### src/rtl/lirq_pkg.sv
package lirq_pkg;
  localparam int LIRQ_CORES  = 4;
  localparam int LIRQ_SRC_N  = 4;
  localparam int LIRQ_DATA_W = 32;
  localparam int LIRQ_ADDR_W = 8;
  localparam int CORE_IDX_W  = $clog2(LIRQ_CORES);
  localparam int PEND_W      = 2 * LIRQ_SRC_N + 4;

  typedef enum logic [2:0] {
    RD_NONE, RD_CTRL, RD_PRESC, RD_SHARED, RD_PMU, RD_TIMER, RD_MBOX, RD_PEND
  } rdSel_e;

  typedef struct packed {
    logic                  ctrlWr;
    logic                  prescWr;
    logic                  sharedWr;
    logic                  pmuSet;
    logic                  pmuClr;
    logic                  timerWr;
    logic                  mboxWr;
    logic [CORE_IDX_W-1:0] core;
    rdSel_e                rdSel;
  } regStrobe_t;
endpackage

### src/rtl/lirq_decode.sv
module lirq_decode
  import lirq_pkg::*;
#(
  parameter int ADDR_W = LIRQ_ADDR_W
) (
  input  logic              clk,
  input  logic              rstN,
  input  logic              wrEn,
  input  logic [ADDR_W-1:0] addr,
  output regStrobe_t        strb
);
  localparam logic [ADDR_W-1:0] A_CTRL   = ADDR_W'(8'h00);
  localparam logic [ADDR_W-1:0] A_PRESC  = ADDR_W'(8'h08);
  localparam logic [ADDR_W-1:0] A_SHARED = ADDR_W'(8'h0C);
  localparam logic [ADDR_W-1:0] A_PMUSET = ADDR_W'(8'h10);
  localparam logic [ADDR_W-1:0] A_PMUCLR = ADDR_W'(8'h14);
  localparam logic [3:0] G_TIMER = 4'h4;
  localparam logic [3:0] G_MBOX  = 4'h5;
  localparam logic [3:0] G_PEND  = 4'h6;

  logic [3:0] grp;
  assign grp = addr[7:4];

  always_comb begin
    strb       = '0;
    strb.rdSel = RD_NONE;
    strb.core  = addr[2 +: CORE_IDX_W];
    if (addr == A_CTRL) begin
      strb.rdSel  = RD_CTRL;
      strb.ctrlWr = wrEn;
    end else if (addr == A_PRESC) begin
      strb.rdSel   = RD_PRESC;
      strb.prescWr = wrEn;
    end else if (addr == A_SHARED) begin
      strb.rdSel    = RD_SHARED;
      strb.sharedWr = wrEn;
    end else if (addr == A_PMUSET) begin
      strb.rdSel  = RD_PMU;
      strb.pmuSet = wrEn;
    end else if (addr == A_PMUCLR) begin
      strb.rdSel  = RD_PMU;
      strb.pmuClr = wrEn;
    end else if (grp == G_TIMER) begin
      strb.rdSel   = RD_TIMER;
      strb.timerWr = wrEn;
    end else if (grp == G_MBOX) begin
      strb.rdSel  = RD_MBOX;
      strb.mboxWr = wrEn;
    end else if (grp == G_PEND) begin
      strb.rdSel = RD_PEND;
    end
  end

  // at most one register is written per access
  p_one_strobe_r8: assert property (@(posedge clk) disable iff (!rstN)
    $onehot0({strb.ctrlWr, strb.prescWr, strb.sharedWr, strb.pmuSet,
              strb.pmuClr, strb.timerWr, strb.mboxWr}));

  // a write aimed at a pending word raises no strobe
  p_pend_wr_ignored_r8: assert property (@(posedge clk) disable iff (!rstN)
    (wrEn && grp == G_PEND) |->
      !(strb.ctrlWr || strb.prescWr || strb.sharedWr || strb.pmuSet ||
        strb.pmuClr || strb.timerWr || strb.mboxWr));
endmodule

### src/rtl/lirq_route.sv
module lirq_route
  import lirq_pkg::*;
#(
  parameter int NUM_CORES = LIRQ_CORES,
  parameter int SRC_N     = LIRQ_SRC_N,
  parameter int DATA_W    = LIRQ_DATA_W
) (
  input  logic                       clk,
  input  logic                       rstN,
  input  regStrobe_t                 strb,
  input  logic [DATA_W-1:0]          wrData,
  input  logic [NUM_CORES*SRC_N-1:0] timerIn,
  input  logic [NUM_CORES*SRC_N-1:0] mboxIn,
  input  logic [NUM_CORES-1:0]       pmuIn,
  input  logic                       sharedIn,
  output logic [DATA_W-1:0]          rdData,
  output logic [NUM_CORES-1:0]       irqOut,
  output logic [NUM_CORES-1:0]       fiqOut
);
  localparam int CFG_W    = 2 * SRC_N;
  localparam int PMU_W    = 2 * NUM_CORES;
  localparam int SHR_W    = 2 * CORE_IDX_W + 1;
  localparam int SHR_FSEL = 2 * CORE_IDX_W;
  localparam int PB_SHR   = 2 * SRC_N;
  localparam int PB_PMU   = 2 * SRC_N + 1;

  logic [DATA_W-1:0]    ctrlReg, prescReg;
  logic [SHR_W-1:0]     sharedReg;
  logic [PMU_W-1:0]     pmuReg;
  logic [CFG_W-1:0]     timerCfg [NUM_CORES];
  logic [CFG_W-1:0]     mboxCfg  [NUM_CORES];
  logic [PEND_W-1:0]    pend     [NUM_CORES];
  logic [NUM_CORES-1:0] irqNext, fiqNext, sharedHit;

  always_ff @(posedge clk) begin
    if (!rstN) begin
      ctrlReg   <= '0;
      prescReg  <= '0;
      sharedReg <= '0;
      pmuReg    <= '0;
    end else begin
      if (strb.ctrlWr)   ctrlReg   <= wrData;
      if (strb.prescWr)  prescReg  <= wrData;
      if (strb.sharedWr) sharedReg <= wrData[SHR_W-1:0];
      if (strb.pmuSet)   pmuReg    <= pmuReg | wrData[PMU_W-1:0];
      else if (strb.pmuClr) pmuReg <= pmuReg & ~wrData[PMU_W-1:0];
    end
  end

  for (genvar c = 0; c < NUM_CORES; c++) begin : g_core
    logic [SRC_N-1:0] tAct, mAct, tIrq, tFiq, mIrq, mFiq;
    logic             pIrq, pFiq, sIrq, sFiq;

    always_ff @(posedge clk) begin
      if (!rstN) begin
        timerCfg[c] <= '0;
        mboxCfg[c]  <= '0;
      end else begin
        if (strb.timerWr && strb.core == CORE_IDX_W'(c)) timerCfg[c] <= wrData[CFG_W-1:0];
        if (strb.mboxWr  && strb.core == CORE_IDX_W'(c)) mboxCfg[c]  <= wrData[CFG_W-1:0];
      end
    end

    assign tAct = timerIn[c*SRC_N +: SRC_N];
    assign mAct = mboxIn[c*SRC_N +: SRC_N];
    assign tFiq = tAct & timerCfg[c][CFG_W-1:SRC_N];
    assign tIrq = tAct & timerCfg[c][SRC_N-1:0] & ~timerCfg[c][CFG_W-1:SRC_N];
    assign mFiq = mAct & mboxCfg[c][CFG_W-1:SRC_N];
    assign mIrq = mAct & mboxCfg[c][SRC_N-1:0] & ~mboxCfg[c][CFG_W-1:SRC_N];
    assign pFiq = pmuIn[c] & pmuReg[NUM_CORES + c];
    assign pIrq = pmuIn[c] & pmuReg[c] & ~pmuReg[NUM_CORES + c];
    assign sFiq = sharedIn & sharedReg[SHR_FSEL] &
                  (sharedReg[2*CORE_IDX_W-1:CORE_IDX_W] == CORE_IDX_W'(c));
    assign sIrq = sharedIn & ~sharedReg[SHR_FSEL] &
                  (sharedReg[CORE_IDX_W-1:0] == CORE_IDX_W'(c));
    assign sharedHit[c] = sIrq | sFiq;

    always_comb begin
      pend[c]                  = '0;
      pend[c][SRC_N-1:0]       = tIrq | tFiq;
      pend[c][CFG_W-1:SRC_N]   = mIrq | mFiq;
      pend[c][PB_SHR]          = sharedHit[c];
      pend[c][PB_PMU]          = pIrq | pFiq;
    end

    assign irqNext[c] = |tIrq | |mIrq | pIrq | sIrq;
    assign fiqNext[c] = |tFiq | |mFiq | pFiq | sFiq;

    // a timer with both enables set lands on the FIQ one edge later
    p_fiq_wins_r3: assert property (@(posedge clk) disable iff (!rstN)
      ((tAct & timerCfg[c][SRC_N-1:0] & timerCfg[c][CFG_W-1:SRC_N]) != '0) |=> fiqOut[c]);

    // a timer word write is stored as written
    p_cfg_write_r2: assert property (@(posedge clk) disable iff (!rstN)
      (strb.timerWr && strb.core == CORE_IDX_W'(c)) |=> timerCfg[c] == $past(wrData[CFG_W-1:0]));
  end

  always_ff @(posedge clk) begin
    if (!rstN) begin
      irqOut <= '0;
      fiqOut <= '0;
    end else begin
      irqOut <= irqNext;
      fiqOut <= fiqNext;
    end
  end

  always_comb begin
    unique case (strb.rdSel)
      RD_CTRL:   rdData = ctrlReg;
      RD_PRESC:  rdData = prescReg;
      RD_SHARED: rdData = DATA_W'(sharedReg);
      RD_PMU:    rdData = DATA_W'(pmuReg);
      RD_TIMER:  rdData = DATA_W'(timerCfg[strb.core]);
      RD_MBOX:   rdData = DATA_W'(mboxCfg[strb.core]);
      RD_PEND:   rdData = DATA_W'(pend[strb.core]);
      default:   rdData = '0;
    endcase
  end

  // a set write leaves every written 1 bit set
  p_pmu_set_r5: assert property (@(posedge clk) disable iff (!rstN)
    strb.pmuSet |=> (pmuReg & $past(wrData[PMU_W-1:0])) == $past(wrData[PMU_W-1:0]));

  // a clear write leaves every written 1 bit clear
  p_pmu_clr_r5: assert property (@(posedge clk) disable iff (!rstN)
    strb.pmuClr |=> (pmuReg & $past(wrData[PMU_W-1:0])) == '0);

  // without a set or clear write the routing word holds
  p_pmu_hold_r5: assert property (@(posedge clk) disable iff (!rstN)
    !(strb.pmuSet || strb.pmuClr) |=> $stable(pmuReg));

  // the shared line reaches at most one core
  p_shared_one_r6: assert property (@(posedge clk) disable iff (!rstN)
    $onehot0(sharedHit));
endmodule

### src/rtl/lirq_router.sv
module lirq_router
  import lirq_pkg::*;
#(
  parameter int NUM_CORES = LIRQ_CORES,
  parameter int SRC_N     = LIRQ_SRC_N,
  parameter int DATA_W    = LIRQ_DATA_W,
  parameter int ADDR_W    = LIRQ_ADDR_W
) (
  input  logic                       clk,
  input  logic                       rstN,
  input  logic                       wrEn,
  input  logic [ADDR_W-1:0]          addr,
  input  logic [DATA_W-1:0]          wrData,
  output logic [DATA_W-1:0]          rdData,
  input  logic [NUM_CORES*SRC_N-1:0] timerIn,
  input  logic [NUM_CORES*SRC_N-1:0] mboxIn,
  input  logic [NUM_CORES-1:0]       pmuIn,
  input  logic                       sharedIn,
  output logic [NUM_CORES-1:0]       irqOut,
  output logic [NUM_CORES-1:0]       fiqOut
);
  regStrobe_t strb;

  lirq_decode #(.ADDR_W(ADDR_W)) u_decode (
    .clk(clk), .rstN(rstN), .wrEn(wrEn), .addr(addr), .strb(strb)
  );

  lirq_route #(.NUM_CORES(NUM_CORES), .SRC_N(SRC_N), .DATA_W(DATA_W)) u_route (
    .clk(clk), .rstN(rstN), .strb(strb), .wrData(wrData),
    .timerIn(timerIn), .mboxIn(mboxIn), .pmuIn(pmuIn), .sharedIn(sharedIn),
    .rdData(rdData), .irqOut(irqOut), .fiqOut(fiqOut)
  );
endmodule

### config.mk
export PLATFORM = sky130hd
export DESIGN_NAME = lirq_router
export DESIGN_NICKNAME = d
export VERILOG_FILES = /design/src/rtl/lirq_pkg.sv /design/src/rtl/lirq_decode.sv /design/src/rtl/lirq_route.sv /design/src/rtl/lirq_router.sv
export SDC_FILE = /design/constraint.sdc
export NUM_CORES = 1
export LEC_CHECK = 0
export CORE_MARGIN = 4
export CORE_UTILIZATION = 40
export DETAILED_ROUTE_END_ITERATION = 10
export DONT_BUFFER_PORTS = 1
export GPL_TIMING_DRIVEN = 0
export HOLD_SLACK_MARGIN = 0.06
export SLEW_MARGIN = 20
export SYNTH_ARGS = -nofsm -noshare
export SYNTH_HDL_FRONTEND = slang
export SYNTH_SLANG_ARGS = --single-unit
export TNS_END_PERCENT = 5
### constraint.sdc
create_clock -name clk -period 2.8 [get_ports clk]
set_input_delay 0.56 -clock clk [delete_from_list [all_inputs] [get_ports clk]]
set_output_delay 0.56 -clock clk [all_outputs]
set_load 0.05 [all_outputs]
Yosys cells after proc, flatten, opt, wreduce, memory -nomap -nowiden
Memory sizes are Yosys's and may differ from the RTL's.
Index checks and enable logic that the tools add are counted.
- word-level logic and storage cells: 232
- memory bits (writable): 64
- memories kept: 2
- output and inout port bits: 40
- register bits: 85
- input bits: 80
- muxes and demuxes: 60
- equality and inequality tests: 23
- bitwise gates (word level): 111
- order comparisons: 1
- reduce and logical (&&, ||, !) cells: 29
- memories (memory ; depth ; bits a word ; rd ports ; clocked after memory_dff ; write ports ; RTL line ; text):
    u_route.mboxCfg ; 4 ; 8 ; 5 ; 0 ; 4 ; lirq_route.sv:31 ; logic [CFG_W-1:0] mboxCfg [NUM_CORES];
    u_route.timerCfg ; 4 ; 8 ; 5 ; 0 ; 4 ; lirq_route.sv:30 ; logic [CFG_W-1:0] timerCfg [NUM_CORES];
- operators by type and width (kind ; number):
    32-bit case mux with 7 select lines ; 1
    4-bit bitwise AND ; 24
    8-bit two-way mux ; 10
    4-bit OR reduction ; 16
    1-bit OR ; 40
    1-bit two-way mux ; 33
    4-bit NOT ; 8
    4-bit OR ; 8
    3-bit two-way mux ; 9
    12-bit binary-select mux with 2-bit select ; 1
    12-bit two-way mux ; 2
    1-bit bitwise AND ; 22
    8-bit by 4-bit equality test with 1-bit output (second input constant) ; 2
    8-bit by 5-bit equality test with 1-bit output (second input constant) ; 2
    2-bit equality test (second input constant) ; 6
    3-bit equality test (second input constant) ; 4
    4-bit by 3-bit equality test with 1-bit output (second input constant) ; 3
    8-bit bitwise AND ; 1
    1-bit logical AND ; 8
    8-bit logical NOT ; 1
    8-bit NOT ; 1
    8-bit OR ; 1
    2-bit by 1-bit equality test with 1-bit output (second input constant) ; 3
    3-bit by 2-bit equality test with 1-bit output (second input constant) ; 2
    other kinds (10) ; 16

Depth between registers and ports, before layout
- depth in word-level cells: 13
- mapped depth: 7
- mapped depth without buffers: 4

Modules after synthesis
A second synthesis with hierarchy kept.
- cells, all modules: 737
- area, all modules: 7557.2 µm²
- by module, submodules not included (module ; instances ; cells an instance ; seq. area each (µm²) ; area an instance (µm²)):
    lirq_route ; 1 ; 710 ; 3623.5 ; 7380.8
    lirq_decode ; 1 ; 27 ; 0.0 ; 176.4

Worst setup path after synthesis
Ideal clock, no wire load.
- path kind: input to output
- start point: input port addr[3]
- end point: output port rdData[8]
- path buffers: 3
- path slack: -0.369 ns
- data required time: 2.240 ns
- data arrival time: 2.609 ns
- cell stages on the path: 5
- cell sequence: buf_2 > buf_1 > clkbuf_1 > a21oi_1 > o31ai_1
- longest elaborated chain between the ends: 8
- elaborated cells between the ends (all ways): 22
- classes of those cells: 11 x eq/ne; 9 x mux; 1 x bitwise; 1 x reduce/logical
- ends and longest elaborated chain (what ; RTL line ; text):
    start: declaration ; lirq_router.sv:12 ; input logic [ADDR_W-1:0] addr,
    8-bit by 5-bit equality test with 1-bit output ; lirq_decode.sv:40 ; end else if (addr == A_PMUCLR) begin
    3-bit two-way mux ; lirq_decode.sv:40 ;
    3-bit two-way mux ; lirq_decode.sv:37 ; end else if (addr == A_PMUSET) begin
    3-bit two-way mux ; lirq_decode.sv:34 ; end else if (addr == A_SHARED) begin
    3-bit two-way mux ; lirq_decode.sv:31 ; end else if (addr == A_PRESC) begin
    3-bit two-way mux ; lirq_decode.sv:28 ; if (addr == A_CTRL) begin
    3-bit equality test, or another cell as far along ; lirq_route.sv:109 ; unique case (strb.rdSel)
    32-bit case mux with 7 select lines (*) ; lirq_route.sv:109 ;
    end: declaration ; lirq_router.sv:14 ; output logic [DATA_W-1:0] rdData,
Every way passes the cells marked *; elsewhere a longest branch is shown, timed or not. The select of a mux whose other input is x is not followed.

==> flow_summary_export.csv <==
group,metric,value,unit
finish,fill_cells,1748,
flow_run,drv_cap,0,
die,core,0.01815,mm^2
status,failed_checks,"negative setup slack",
clock_tree,cts_buffers,17,
global_route,met1_usage,34.96,%
finish,seq_area,0.003623,mm^2
timing,setup_ws,-0.1056,ns
yosys,ys.warnings.count,0,
finish,multi_input_area,0.003714,mm^2
die,dieArea,0.02093,mm^2
drt,ant_nets,0,
finish,syn2layout_area_growth,14.59,%
timing,min_period_over_period,103.8,%
yosys,synth-compound-area-share,20.45,%
worst_setup_path,endpoint_kind,"output port",
finish,final_cell_mix,"nand2_1 (167), dfxtp_1 (85), a21oi_1 (77), and2_1 (65), edfxtp_1 (64)",
yosys,netlist_instances,786,
placement,dp_hpwl,20.84,mm
global_route,grt_use_met3,10.02,%
global_route,grt_pass1_vias,6377,
timing,setup_violations,7,
timing,finalHoldViolCount,0,
clock_tree,insertion_delay,0.45,ns
placement,port_buffers,0,
worst_setup_path,crit_fanout,3,
die,die_width,144.7,um
yosys,synthSimpleGateAreaFrac,21.46,%
drt,post_drt_wl_per_cell,26.72,um
placement,place_area,0.007761,mm^2
clock_tree,cts.sinks,149,
yosys,synthAdderAreaFrac,0,%
yosys,ys_seq_elements,149,
die,ios,120,
placement,post-place-cells,1015,
worst_setup_path,worst-path-buf-inv,0,
global_route,grt_pass1_wl,40.20,mm
yosys,ys.flop_type,"dfxtp_1",
drt,drt_iter0_drc,749,
timing,rsz0062_at_grt,"yes",
worst_setup_path,r2r_slack,0.92,ns
finish,fin_area,0.008559,mm^2
drt,drc,0,
clock_tree,h-tree-depth,4,
timing,finalHoldWorstSlack,0.2234,ns
placement,place_congestion,1.038,
global_route,grt_max_degree,17,
global_route,grt_usage,26.76,%
yosys,synth_xor_area_share,0,%
global_route,gr-max-usage-layer,"met2",
timing,worst_pin_slew,1.162,ns
worst_setup_path,path_class,"reg2out",
finish,final_common_cell,"nand2_1",
worst_setup_path,cpMaxStageDelayCell,"mux4_2",
yosys,synth-edff-count,64,
placement,dpl_worst_slack,-0.6109,ns
die,die_h,144.7,um
drt,via_per_inst,6.314,
clock_tree,root_buffer,"clkbuf_16",
power,power_leakage,2.871,nW
clock_tree,clock_path_buffers,2,
finish,fin_util,47.17,%
clock_tree,clk_pin_slew,0.07,ns
timing,slew_violations,0,
worst_setup_path,critPathArrivalTime,2.35,ns
finish,drive_gt1_share,15.89,%
yosys,syn_nets,866,
power,vdd_drop_max,0.4396,mV
worst_setup_path,cp_cell_sequence,"mux4_2 -> a22o_1 -> a21oi_1 -> o211ai_1",
power,p_total,5.061,mW
drt,vias,6617,
global_route,met2_usage,39.67,%
timing,skew,0.01252,ns
min_path,min_path_type,"in2reg",
timing,relSlewSlack,22.18,%
timing,finalWorstPathRequiredPeriod,2.906,ns
yosys,synth_mux_area_share,5.494,%
timing,finalSetupTns,-0.2904,ns
drt,routed_wl,28.01,mm
die,rows,49,
yosys,syn_area,0.007470,mm^2
worst_setup_path,cpLargestDelayFamily,"compound AO/OA/AOI/OAI gates",
status,status,"finished, violations left",
clock_tree,cts_tree,"yes",
yosys,synth_top_family_by_area,"simple AND/OR/NAND/NOR gates",
finish,layout.cells.non_filler,1048,
worst_setup_path,cp-start-kind,"flip-flop",
timing,timing.fmax,344.2,MHz
global_route,antenna_found_initial,0,
drt,drt_first_pass_iters,5,
yosys,yosysSeqAreaShare,48.51,%
yosys,synth_area_per_cell,9.503,um^2
worst_setup_path,cpPeakStageDelay,0.50,ns
global_route,overflow,0,
worst_setup_path,worstPathRequired,2.24,ns
yosys,synthArstFlopShare,0,%
yosys,synth.distinct_cells,54,
power,powerDensity,591.2,mW/mm^2
die,initial_utilization,41.16,%
finish,nets,885,
-- state kept, by name (all words and copies together) (netlist names), named ones only --
register / cells
u_route.ctrlReg: 32
u_route.fiqOut: 4
u_route.irqOut: 4
u_route.mboxCfg: 32
u_route.prescReg: 32
u_route.sharedReg: 5
u_route.timerCfg: 32
-- layer usage --
metal,share of wire (%),routed length [um]
met5,0,0
met4,4.1,1138
met3,12,3425
met2,44,12400
met1,39,11040
-- timing repair --
item,CTS,global route
hold buffers,0,0
setup endpoints to repair,32,23
resized for setup,51,17
pin swaps,9,7
buffers inserted,1,2
-- cells in the mapped netlist, types with 6 or more instances --
master,instances,area share [%]
a221oi_1,6,0.70
dfxtp_1,85,23
clkbuf_1,31,1.6
o22ai_1,8,0.67
mux4_2,16,4.8
a21oi_1,77,5.2
a31oi_1,6,0.50
buf_2,18,1.2
a311oi_1,8,0.94
o211ai_1,21,2.1
and2_1,66,5.5
nand2_1,168,8.4
o21ai_0,33,2.2
a222oi_1,10,1.3
nand3_1,18,1.2
a22o_1,28,3.3
nand3b_1,10,1.0
edfxtp_1,64,26
inv_1,7,0.35
a22oi_1,21,2.1
nor2_1,21,1.1
-- worst paths after layout --
path,start,endpoint,cells after the start
setup reg to reg,u_route.sharedReg[4],u_route.irqOut[3],5
hold reg to reg,u_route.ctrlReg[14],u_route.ctrlReg[14],2
setup / recovery,u_route.timerCfg[3][4],rdData[4],4
hold / removal,wrData[6],flip-flop,1
-- logic make-up (layout without fill, tap and decap cells) --
| family | Yosys count | after routing |
|---|---|---|
| simple gates | 320 | 320 |
| compound gates | 230 | 230 |
| flops | 149 | 149 |
| buf+inv | 66 | 98 |
| mux | 21 | 21 |
| other cells | 0 | 1 |
-- report_power, final --
group,switching (mW),internal (mW)
Clock,1.05,1.18
Sequential,0.118,2.33
Combinational,0.250,0.135
Total,1.42,3.64
-- layout make-up --
| type | count | area share, % |
|---|---|---|
| clock inverter | 14 | 1.564 |
| sequential | 149 | 42.33 |
| buffer | 56 | 3.757 |
| tap | 229 | 3.347 |
| timing repair buffer | 3 | 0.2631 |
| clock buffer | 18 | 5.014 |
| inverter | 7 | 0.3070 |
| multi-input combinational | 571 | 43.39 |
| antenna | 1 | 0.02924 |
No activity file was read; power rests on OpenSTA's default activity.
